==> src/rtl/sysctl_pkg.sv <==
package sysctl_pkg;
  localparam int unsigned WIN_AW     = 12;
  localparam int unsigned N_CPU      = 2;
  localparam int unsigned SW_RST_BIT = 9;

  localparam logic [11:0] OFF_DBG_STATE = 12'h000;
  localparam logic [11:0] OFF_DBG_SET   = 12'h004;
  localparam logic [11:0] OFF_DBG_CLR   = 12'h008;
  localparam logic [11:0] OFF_SEC_CTRL  = 12'h00C;
  localparam logic [11:0] OFF_FCLK_DIV  = 12'h010;
  localparam logic [11:0] OFF_SCLK_DIV  = 12'h014;
  localparam logic [11:0] OFF_CLK_FORCE = 12'h018;
  localparam logic [11:0] OFF_RST_SYN   = 12'h100;
  localparam logic [11:0] OFF_RST_MASK  = 12'h104;
  localparam logic [11:0] OFF_SW_RST    = 12'h108;
  localparam logic [11:0] OFF_RETAIN    = 12'h10C;
  localparam logic [11:0] OFF_VTOR0     = 12'h110;
  localparam logic [11:0] OFF_VTOR1     = 12'h114;
  localparam logic [11:0] OFF_CPU_HOLD  = 12'h118;
  localparam logic [11:0] OFF_NMI       = 12'h11C;
  localparam logic [11:0] OFF_PD_SYS    = 12'h200;
  localparam logic [11:0] OFF_PD_SRAM0  = 12'h20C;
  localparam logic [11:0] OFF_ID_BASE   = 12'hFD0;

  typedef enum logic [4:0] {
    REG_NONE, REG_DBG_STATE, REG_DBG_SET, REG_DBG_CLR, REG_SEC_CTRL,
    REG_FCLK_DIV, REG_SCLK_DIV, REG_CLK_FORCE, REG_RST_SYN, REG_RST_MASK,
    REG_SW_RST, REG_RETAIN, REG_VTOR0, REG_VTOR1, REG_CPU_HOLD, REG_NMI,
    REG_PD_SYS, REG_PD_SRAM, REG_ID
  } reg_id_e;

  typedef struct packed {
    reg_id_e    id;
    logic [3:0] idx;
    logic       ext_only;
    logic       read_only;
  } dec_t;

  function automatic logic [7:0] id_byte(input logic [3:0] idx);
    case (idx)
      4'd0:    return 8'h04;
      4'd4:    return 8'h54;
      4'd5:    return 8'hB8;
      4'd6:    return 8'h0B;
      4'd8:    return 8'h0D;
      4'd9:    return 8'hF0;
      4'd10:   return 8'h05;
      4'd11:   return 8'hB1;
      default: return 8'h00;
    endcase
  endfunction
endpackage

==> src/rtl/sysctl_decode.sv <==
module sysctl_decode
  import sysctl_pkg::*;
#(
  parameter bit          IS_EXT = 1'b1,
  parameter int unsigned N_SRAM = 4
) (
  input  logic [11:0] off_i,
  input  logic        wr_i,
  output reg_id_e     sel_o,
  output logic [3:0]  idx_o,
  output logic        err_o
);
  localparam logic [11:0] SRAM_END = 12'(int'(OFF_PD_SRAM0) + 4 * N_SRAM);

  dec_t raw;

  always_comb begin
    raw = '{id: REG_NONE, idx: 4'd0, ext_only: 1'b0, read_only: 1'b0};
    case (off_i)
      OFF_DBG_STATE: begin raw.id = REG_DBG_STATE; raw.read_only = 1'b1; end
      OFF_DBG_SET:   raw.id = REG_DBG_SET;
      OFF_DBG_CLR:   raw.id = REG_DBG_CLR;
      OFF_SEC_CTRL:  begin raw.id = REG_SEC_CTRL;  raw.ext_only = 1'b1; end
      OFF_FCLK_DIV:  begin raw.id = REG_FCLK_DIV;  raw.ext_only = 1'b1; end
      OFF_SCLK_DIV:  begin raw.id = REG_SCLK_DIV;  raw.ext_only = 1'b1; end
      OFF_CLK_FORCE: begin raw.id = REG_CLK_FORCE; raw.ext_only = 1'b1; end
      OFF_RST_SYN:   raw.id = REG_RST_SYN;
      OFF_RST_MASK:  raw.id = REG_RST_MASK;
      OFF_SW_RST:    raw.id = REG_SW_RST;
      OFF_RETAIN:    raw.id = REG_RETAIN;
      OFF_VTOR0:     raw.id = REG_VTOR0;
      OFF_VTOR1:     begin raw.id = REG_VTOR1;  raw.ext_only = 1'b1; end
      OFF_CPU_HOLD:  raw.id = REG_CPU_HOLD;
      OFF_NMI:       raw.id = REG_NMI;
      OFF_PD_SYS:    begin raw.id = REG_PD_SYS; raw.ext_only = 1'b1; end
      default:       raw.id = REG_NONE;
    endcase
    if (off_i >= OFF_PD_SRAM0 && off_i < SRAM_END) begin
      raw.id       = REG_PD_SRAM;
      raw.idx      = 4'((off_i - OFF_PD_SRAM0) >> 2);
      raw.ext_only = 1'b1;
    end
    if (off_i >= OFF_ID_BASE) begin
      raw.id        = REG_ID;
      raw.idx       = 4'((off_i - OFF_ID_BASE) >> 2);
      raw.read_only = 1'b1;
    end
  end

  // variant gating: extended-only offsets vanish, NMI slot becomes silent zero
  always_comb begin
    sel_o = raw.id;
    idx_o = raw.idx;
    err_o = 1'b0;
    if (raw.id == REG_NONE) begin
      err_o = 1'b1;
    end else if (raw.ext_only && !IS_EXT) begin
      sel_o = REG_NONE;
      err_o = 1'b1;
    end else if (raw.id == REG_NMI && !IS_EXT) begin
      sel_o = REG_NONE;
    end else if (raw.read_only && wr_i) begin
      err_o = 1'b1;
    end
  end
endmodule

==> src/rtl/sysctl_setclr.sv <==
module sysctl_setclr #(
  parameter int unsigned W = 32
) (
  input  logic         clk_i,
  input  logic         rst_ni,
  input  logic         set_en_i,
  input  logic         clr_en_i,
  input  logic [W-1:0] data_i,
  output logic [W-1:0] state_o
);
  always_ff @(posedge clk_i or negedge rst_ni) begin
    if (!rst_ni)       state_o <= '0;
    else if (set_en_i) state_o <= state_o | data_i;
    else if (clr_en_i) state_o <= state_o & ~data_i;
  end
endmodule

==> src/rtl/sysctl_hold_release.sv <==
module sysctl_hold_release #(
  parameter int unsigned   N       = 2,
  parameter logic [N-1:0]  RST_VAL = '0
) (
  input  logic         clk_i,
  input  logic         rst_ni,
  input  logic         wr_en_i,
  input  logic [N-1:0] data_i,
  output logic [N-1:0] hold_o,
  output logic [N-1:0] release_o
);
  for (genvar i = 0; i < N; i++) begin : g_cpu
    always_ff @(posedge clk_i or negedge rst_ni) begin
      if (!rst_ni) begin
        hold_o[i]    <= RST_VAL[i];
        release_o[i] <= 1'b0;
      end else begin
        // pulse only on a 1 -> 0 transition of the hold bit
        release_o[i] <= wr_en_i & hold_o[i] & ~data_i[i];
        if (wr_en_i) hold_o[i] <= data_i[i];
      end
    end
  end
endmodule

==> src/rtl/sysctl_regs.sv <==
module sysctl_regs
  import sysctl_pkg::*;
#(
  parameter int unsigned       DATA_W       = 32,
  parameter int unsigned       N_SRAM       = 4,
  parameter logic [31:0]       SYS_VERSION  = 32'h2000_0000,
  parameter logic [N_CPU-1:0]  CPU_HOLD_RST = '0,
  parameter logic [DATA_W-1:0] VTOR0_RST    = DATA_W'(32'h1000_0000),
  parameter logic [DATA_W-1:0] VTOR1_RST    = DATA_W'(32'h1000_0000)
) (
  input  logic                clk_i,
  input  logic                rst_ni,
  input  logic                psel_i,
  input  logic                penable_i,
  input  logic                pwrite_i,
  input  logic [WIN_AW-1:0]   paddr_i,
  input  logic [DATA_W-1:0]   pwdata_i,
  input  logic [DATA_W/8-1:0] pstrb_i,
  output logic [DATA_W-1:0]   prdata_o,
  output logic                pready_o,
  output logic                pslverr_o,
  output logic                sys_reset_req_o,
  output logic [N_CPU-1:0]    cpu_release_o,
  output logic [DATA_W-1:0]   init_vtor0_o,
  output logic [DATA_W-1:0]   init_vtor1_o
);
  localparam bit          IS_EXT   = (SYS_VERSION[31:28] == 4'd2);
  localparam int unsigned STRB_W   = DATA_W / 8;
  localparam logic [DATA_W-1:0] PD_SYS_RST = DATA_W'(32'h7F);

  logic [WIN_AW-1:0] off;
  logic [DATA_W-1:0] wmask, wdata, rdata;
  logic              acc, wr_en, dec_err;
  reg_id_e           sel;
  logic [3:0]        idx;

  logic [DATA_W-1:0] dbg_q, rst_syn_q, rst_mask_q, retain_q, vtor0_q;
  logic [DATA_W-1:0] sec_ctrl_q, fclk_div_q, sclk_div_q, clk_force_q;
  logic [DATA_W-1:0] vtor1_q, nmi_q, pd_sys_q;
  logic [DATA_W-1:0] pd_sram_q [N_SRAM];
  logic [N_CPU-1:0]  cpu_hold_q;
  logic              swrst_q;

  assign off   = paddr_i & ~WIN_AW'(3);
  assign acc   = psel_i & penable_i;
  assign wr_en = acc & pwrite_i & ~dec_err;

  for (genvar b = 0; b < STRB_W; b++) begin : g_lane
    assign wmask[8*b +: 8] = {8{pstrb_i[b]}};
  end
  assign wdata = pwdata_i & wmask;

  sysctl_decode #(.IS_EXT(IS_EXT), .N_SRAM(N_SRAM)) u_decode (
    .off_i (off),
    .wr_i  (pwrite_i),
    .sel_o (sel),
    .idx_o (idx),
    .err_o (dec_err)
  );

  sysctl_setclr #(.W(DATA_W)) u_dbg (
    .clk_i    (clk_i),
    .rst_ni   (rst_ni),
    .set_en_i (wr_en && sel == REG_DBG_SET),
    .clr_en_i (wr_en && sel == REG_DBG_CLR),
    .data_i   (wdata),
    .state_o  (dbg_q)
  );

  sysctl_hold_release #(.N(N_CPU), .RST_VAL(CPU_HOLD_RST)) u_hold (
    .clk_i     (clk_i),
    .rst_ni    (rst_ni),
    .wr_en_i   (wr_en && sel == REG_CPU_HOLD),
    .data_i    (wdata[N_CPU-1:0]),
    .hold_o    (cpu_hold_q),
    .release_o (cpu_release_o)
  );

  always_ff @(posedge clk_i or negedge rst_ni) begin
    if (!rst_ni) begin
      rst_syn_q  <= DATA_W'(1);
      rst_mask_q <= '0;
      retain_q   <= '0;
      vtor0_q    <= VTOR0_RST;
      swrst_q    <= 1'b0;
    end else begin
      swrst_q <= wr_en && sel == REG_SW_RST && wdata[SW_RST_BIT];
      if (wr_en) begin
        case (sel)
          REG_RST_SYN:  rst_syn_q  <= wdata;
          REG_RST_MASK: rst_mask_q <= wdata;
          REG_RETAIN:   retain_q   <= wdata;
          REG_VTOR0:    vtor0_q    <= wdata;
          default: ;
        endcase
      end
    end
  end

  if (IS_EXT) begin : g_ext
    always_ff @(posedge clk_i or negedge rst_ni) begin
      if (!rst_ni) begin
        sec_ctrl_q  <= '0;
        fclk_div_q  <= '0;
        sclk_div_q  <= '0;
        clk_force_q <= '0;
        vtor1_q     <= VTOR1_RST;
        nmi_q       <= '0;
        pd_sys_q    <= PD_SYS_RST;
        for (int k = 0; k < N_SRAM; k++) pd_sram_q[k] <= '0;
      end else if (wr_en) begin
        case (sel)
          REG_SEC_CTRL:  sec_ctrl_q  <= wdata;
          REG_FCLK_DIV:  fclk_div_q  <= wdata;
          REG_SCLK_DIV:  sclk_div_q  <= wdata;
          REG_CLK_FORCE: clk_force_q <= wdata;
          REG_VTOR1:     vtor1_q     <= wdata;
          REG_NMI:       nmi_q       <= wdata;
          REG_PD_SYS:    pd_sys_q    <= wdata;
          REG_PD_SRAM:
            for (int k = 0; k < N_SRAM; k++)
              if (idx == 4'(k)) pd_sram_q[k] <= wdata;
          default: ;
        endcase
      end
    end
  end else begin : g_base
    assign sec_ctrl_q  = '0;
    assign fclk_div_q  = '0;
    assign sclk_div_q  = '0;
    assign clk_force_q = '0;
    assign vtor1_q     = VTOR1_RST;
    assign nmi_q       = '0;
    assign pd_sys_q    = '0;
    for (genvar k = 0; k < N_SRAM; k++) begin : g_sram
      assign pd_sram_q[k] = '0;
    end
  end

  always_comb begin
    rdata = '0;
    case (sel)
      REG_DBG_STATE: rdata = dbg_q;
      REG_SEC_CTRL:  rdata = sec_ctrl_q;
      REG_FCLK_DIV:  rdata = fclk_div_q;
      REG_SCLK_DIV:  rdata = sclk_div_q;
      REG_CLK_FORCE: rdata = clk_force_q;
      REG_RST_SYN:   rdata = rst_syn_q;
      REG_RST_MASK:  rdata = rst_mask_q;
      REG_RETAIN:    rdata = retain_q;
      REG_VTOR0:     rdata = vtor0_q;
      REG_VTOR1:     rdata = vtor1_q;
      REG_CPU_HOLD:  rdata = DATA_W'(cpu_hold_q);
      REG_NMI:       rdata = nmi_q;
      REG_PD_SYS:    rdata = pd_sys_q;
      REG_PD_SRAM:
        for (int k = 0; k < N_SRAM; k++)
          if (idx == 4'(k)) rdata = pd_sram_q[k];
      REG_ID:        rdata = DATA_W'(id_byte(idx));
      default:       rdata = '0;
    endcase
  end

  assign prdata_o        = (acc && !pwrite_i) ? rdata : '0;
  assign pslverr_o       = acc & dec_err;
  assign pready_o        = 1'b1;
  assign sys_reset_req_o = swrst_q;
  assign init_vtor0_o    = vtor0_q;
  assign init_vtor1_o    = vtor1_q;
endmodule

==> config.mk <==
export PLATFORM = sky130hd
export DESIGN_NAME = sysctl_regs
export DESIGN_NICKNAME = d
export VERILOG_FILES = /design/src/rtl/sysctl_pkg.sv /design/src/rtl/sysctl_decode.sv /design/src/rtl/sysctl_setclr.sv /design/src/rtl/sysctl_hold_release.sv /design/src/rtl/sysctl_regs.sv
export SDC_FILE = /design/constraint.sdc
export NUM_CORES = 1
export LEC_CHECK = 0
export BUFFER_PORTS_ARGS = -buffer_cell sky130_fd_sc_hd__buf_2
export CORE_MARGIN = 2
export CORE_UTILIZATION = 57
export DETAILED_ROUTE_END_ITERATION = 7
export GPL_TIMING_DRIVEN = 0
export PLACE_DENSITY = 0.81
export SKIP_CTS_REPAIR_TIMING = 1
export SLEW_MARGIN = 10
export SYNTH_ARGS = -nofsm -noshare
export SYNTH_HDL_FRONTEND = slang
export SYNTH_SLANG_ARGS = --single-unit
==> constraint.sdc <==
create_clock -name clk_i -period 7.7 [get_ports clk_i]
set_input_delay 0.385 -clock clk_i [delete_from_list [all_inputs] [get_ports clk_i]]
set_output_delay 0.385 -clock clk_i [all_outputs]
set_load 0.02 [all_outputs]
==> metrics.txt <==
status=finished, violations left; failing checks=DRC; total CTS buffers=53; htree depth=2; Post-DRT Antenna Nets=0; DRT Pass-1 Iters=8; average size of a mapped cell=9.501 um^2; synth unique cells=79; I/O pin count=154; FF+latch count, synth=517; XOR/XNOR Fraction of Synth Area=0%; Crit path max-delay family=buffers and inverters; Worst-Margin Slew=1406 ps; Sw Pwr=1.306 mW; Synth area leader=dfrtp_1; total global routing overflow=0; largest family of logic cells by synthesized area=compound AO/OA/AOI/OAI gates; dpl cells=3102; DR vias/cell=6.914; critical setup path kind=input pin to output pin; fraction of registers with async set or reset after synthesis=100.0%; Final Wtd Congestion=1.043; crit end category=output pin; post-synthesis compound-gate area fraction=24.54%; most area-consuming cells after synthesis=dfrtp_1 (55%), o21ai_0 (9.8%), nand2_1 (9.6%); first-pass GRT wire length=133.5 mm; largest net degree at the start of global routing=117; critical path's most frequent cell=clkbuf_1; adder-cell share of the synthesized area=0.6511%; most frequent cells in the layout=nand2_1 (589), dfrtp_1 (507), o21ai_0 (452), clkbuf_1 (185), buf_2 (171); IO buf count=144; DRT iter0 DRCs=3611; Final Util=66.64%; CTS Sinks=517; total track usage=43.69%; Switching Share=22.78%; Fin. Hold Viols=0; Slew Limit Fails=0; critical path required time=7320 ps; CTS tree=yes; clock skew=0.5577 ps; RSZ-0062 raised after global routing=no; Filler Cell Count=3328; die area=42080 um^2; max incr delay on CP=750 ps; Syn. warnings=0; Synth Area in Simple Gates=13.88%; vias in the first global route=21070; initial antenna violation count=2; share of cells above drive strength 1=12.00%; Clock power frac=49.1%; post-synthesis mux area share=0.7542%; Hold WC Path Type=input pin to register; initial core utilization=57.90%; CTS root buffer=clkbuf_16; fmax=146.4 MHz; PwrDens=216.0 nW/um^2; sequential share of power=47.4%; final setup vio count=0; setup ws final=867.2 ps; arrival time at the worst endpoint=6450 ps; clock-pin slew on the worst setup and hold paths=60 ps; Routed Wire Length=91.42 mm; EDFF count, synth=0; Worst Path Max Fanout=10; DIE HEIGHT=205.1 um; Clock Path Buffers=3; worst vdd ir=0.1787 mV; Non-Filler Instances=3203; Syn Std Cell Area=23060 um^2; Post-Syn Instances=2427; CP cell instances=buf_2, ha_1, clkbuf_1, a21boi_0, nor4_4, nand2_1, o21ai_0, inv_1, ha_1, clkbuf_1, nor2b_1, clkbuf_1, clkbuf_1, a221oi_1, nor3_1, a21oi_1, o22ai_1, a211oi_1, a31oi_1, buf_2; post-synth top area share=55.02%; via count=22150; buffers and inverters on the worst path=7; crit start category=input pin; Syn Nets=2492; post-DP HPWL=66.10 mm; maxcap violations=0; Logic pwr share=3.5%; remaining routing DRC violations=13; row cnt=73; Pleak=11.56 nW; core region area=39820 um^2; most common cell after layout, fill and taps aside=nand2_1; P_int=4.426 mW; register area share after synthesis=56.16%; slowest CP cell=nor4_4; max_slew headroom=5.527%; main flop type after synthesis=dfrtp_1; mean routed wirelength per cell=28.54 um; post-route minimum period=6833 ps; post-route clock period utilization=88.74%; dpl ws=1271 ps; Die Wd=205.1 um; clk_lat worst skew=620 ps; P&R area growth vs syn=15.10%; nets=2698
==> metrics by stage <==
step | instance area, um^2 | hold slack [ps] | power [mW] | TNS [ps]
final | 26540 | 219.0 | 5.732 | 0
after global routing | 26530 | 216.8 | 5.849 | 0
after floorplan | 23060 | 89.41 | 2.835 | 0
after CTS | 26510 | -195.1 | 5.716 | 0
after global placement | 24440 | 450.9 | 2.952 | -1972380
after detailed placement | 24620 | 452.2 | 2.964 | 0
==> layout make-up <==
| class | instances | area (um^2) | share of cell area [%] |
|---|---|---|---|
| inverter | 10 | 37.54 | 0.1414 |
| clock buffer | 76 | 1553 | 5.851 |
| tap | 525 | 656.9 | 2.475 |
| antenna | 2 | 5.005 | 0.01886 |
| clock inverter | 22 | 339.1 | 1.278 |
| multi-input combinational | 1685 | 9229 | 34.77 |
| sequential | 517 | 12950 | 48.80 |
| buffer | 215 | 883.3 | 3.328 |
| timing repair buffer | 151 | 885.9 | 3.338 |
==> flip-flops by register name, indices dropped and copies added (netlist names), named ones only <==
signal            cells
sec_ctrl_q           32
retain_q             32
sclk_div_q           32
rst_syn_q            32
fclk_div_q           32
init_vtor0_o         32
nmi_q                32
pd_sys_q             32
clk_force_q          32
init_vtor1_o         32
sys_reset_req_o       1
pd_sram_q           128
rst_mask_q           32
u_hold.hold_o         2
u_hold.release_o      2
==> worst paths after layout <==
kind	startpoint	to	slack, ps	depth (start not counted)
setup / recovery	paddr_i[2]	prdata_o[3]	870	20
hold / removal	pwdata_i[13]	rst_syn_q[13]$_DFFE_PN0P_	220	3
setup reg to reg	init_vtor1_o[3]$_DFFE_PN0P_	init_vtor1_o[3]$_DFFE_PN0P_	6890	2
hold reg to reg	rst_syn_q[0]$_DFFE_PN1P_	rst_syn_q[0]$_DFFE_PN1P_	480	2
max in group asynchronous	rst_ni	asynchronous set/reset pin	5490	6
min in group asynchronous	rst_ni	pd_sram_q[123]$_DFFE_PN0P_	360	3
==> worst reg2reg max path: stages (launching register included) <==
cell,delay [ps]
dfrtp_1,460
nand2_1,110
o21ai_0,100
==> metal layers <==
layer  global-route usage [%]  share of wire (%)
met1                    57.33                 37
met2                    64.65                 44
met3                    12.97                 13
met4                    25.44                6.8
met5                        0               0.10
==> power groups by stage <==
stage / Clock, mW / Sequential, mW / Combinational, mW
final: 2.81 / 2.72 / 0.199
after global routing: 2.92 / 2.72 / 0.214
after CTS: 2.80 / 2.72 / 0.196
after detailed placement: 0 / 2.77 / 0.195
after global placement: 0 / 2.77 / 0.183
after floorplan: 0 / 2.77 / 0.0666
==> synth_stat cells, types with 4 or more instances <==
library cell  instances
buf_6                 4
buf_2                28
a22o_1               39
or4_1                 5
nor2b_1              30
a221o_1               5
a222oi_1             14
a221oi_1             53
mux2i_1              14
o22ai_1              13
a32o_1                4
buf_1                 4
nor3_1               33
nand2_2               5
a21oi_1              49
a41oi_1               7
nand2_1             589
o2bb2ai_1            11
o21ai_0             452
dfstp_2              10
ha_1                 12
and3_1                9
clkbuf_1            176
o31ai_1              37
dfrtp_1             507
inv_1                10
a31oi_1              23
o21ai_1              88
nor2_1               22
a22oi_1              56
a32oi_1               8
a2111oi_0             5
a211o_1               4
nand4_2               4
nand3_1              14
a211oi_1             10
==> cell families after synthesis <==
kind of cell               count (synthesis)
muxes                                     17
AOI/OAI and AO/OA                        913
adders and majority gates                 12
and+or+nand+nor                          742
DFF                                      517
buffers and inverters                    225
other                                      1
(Power assumes the default switching activity.)
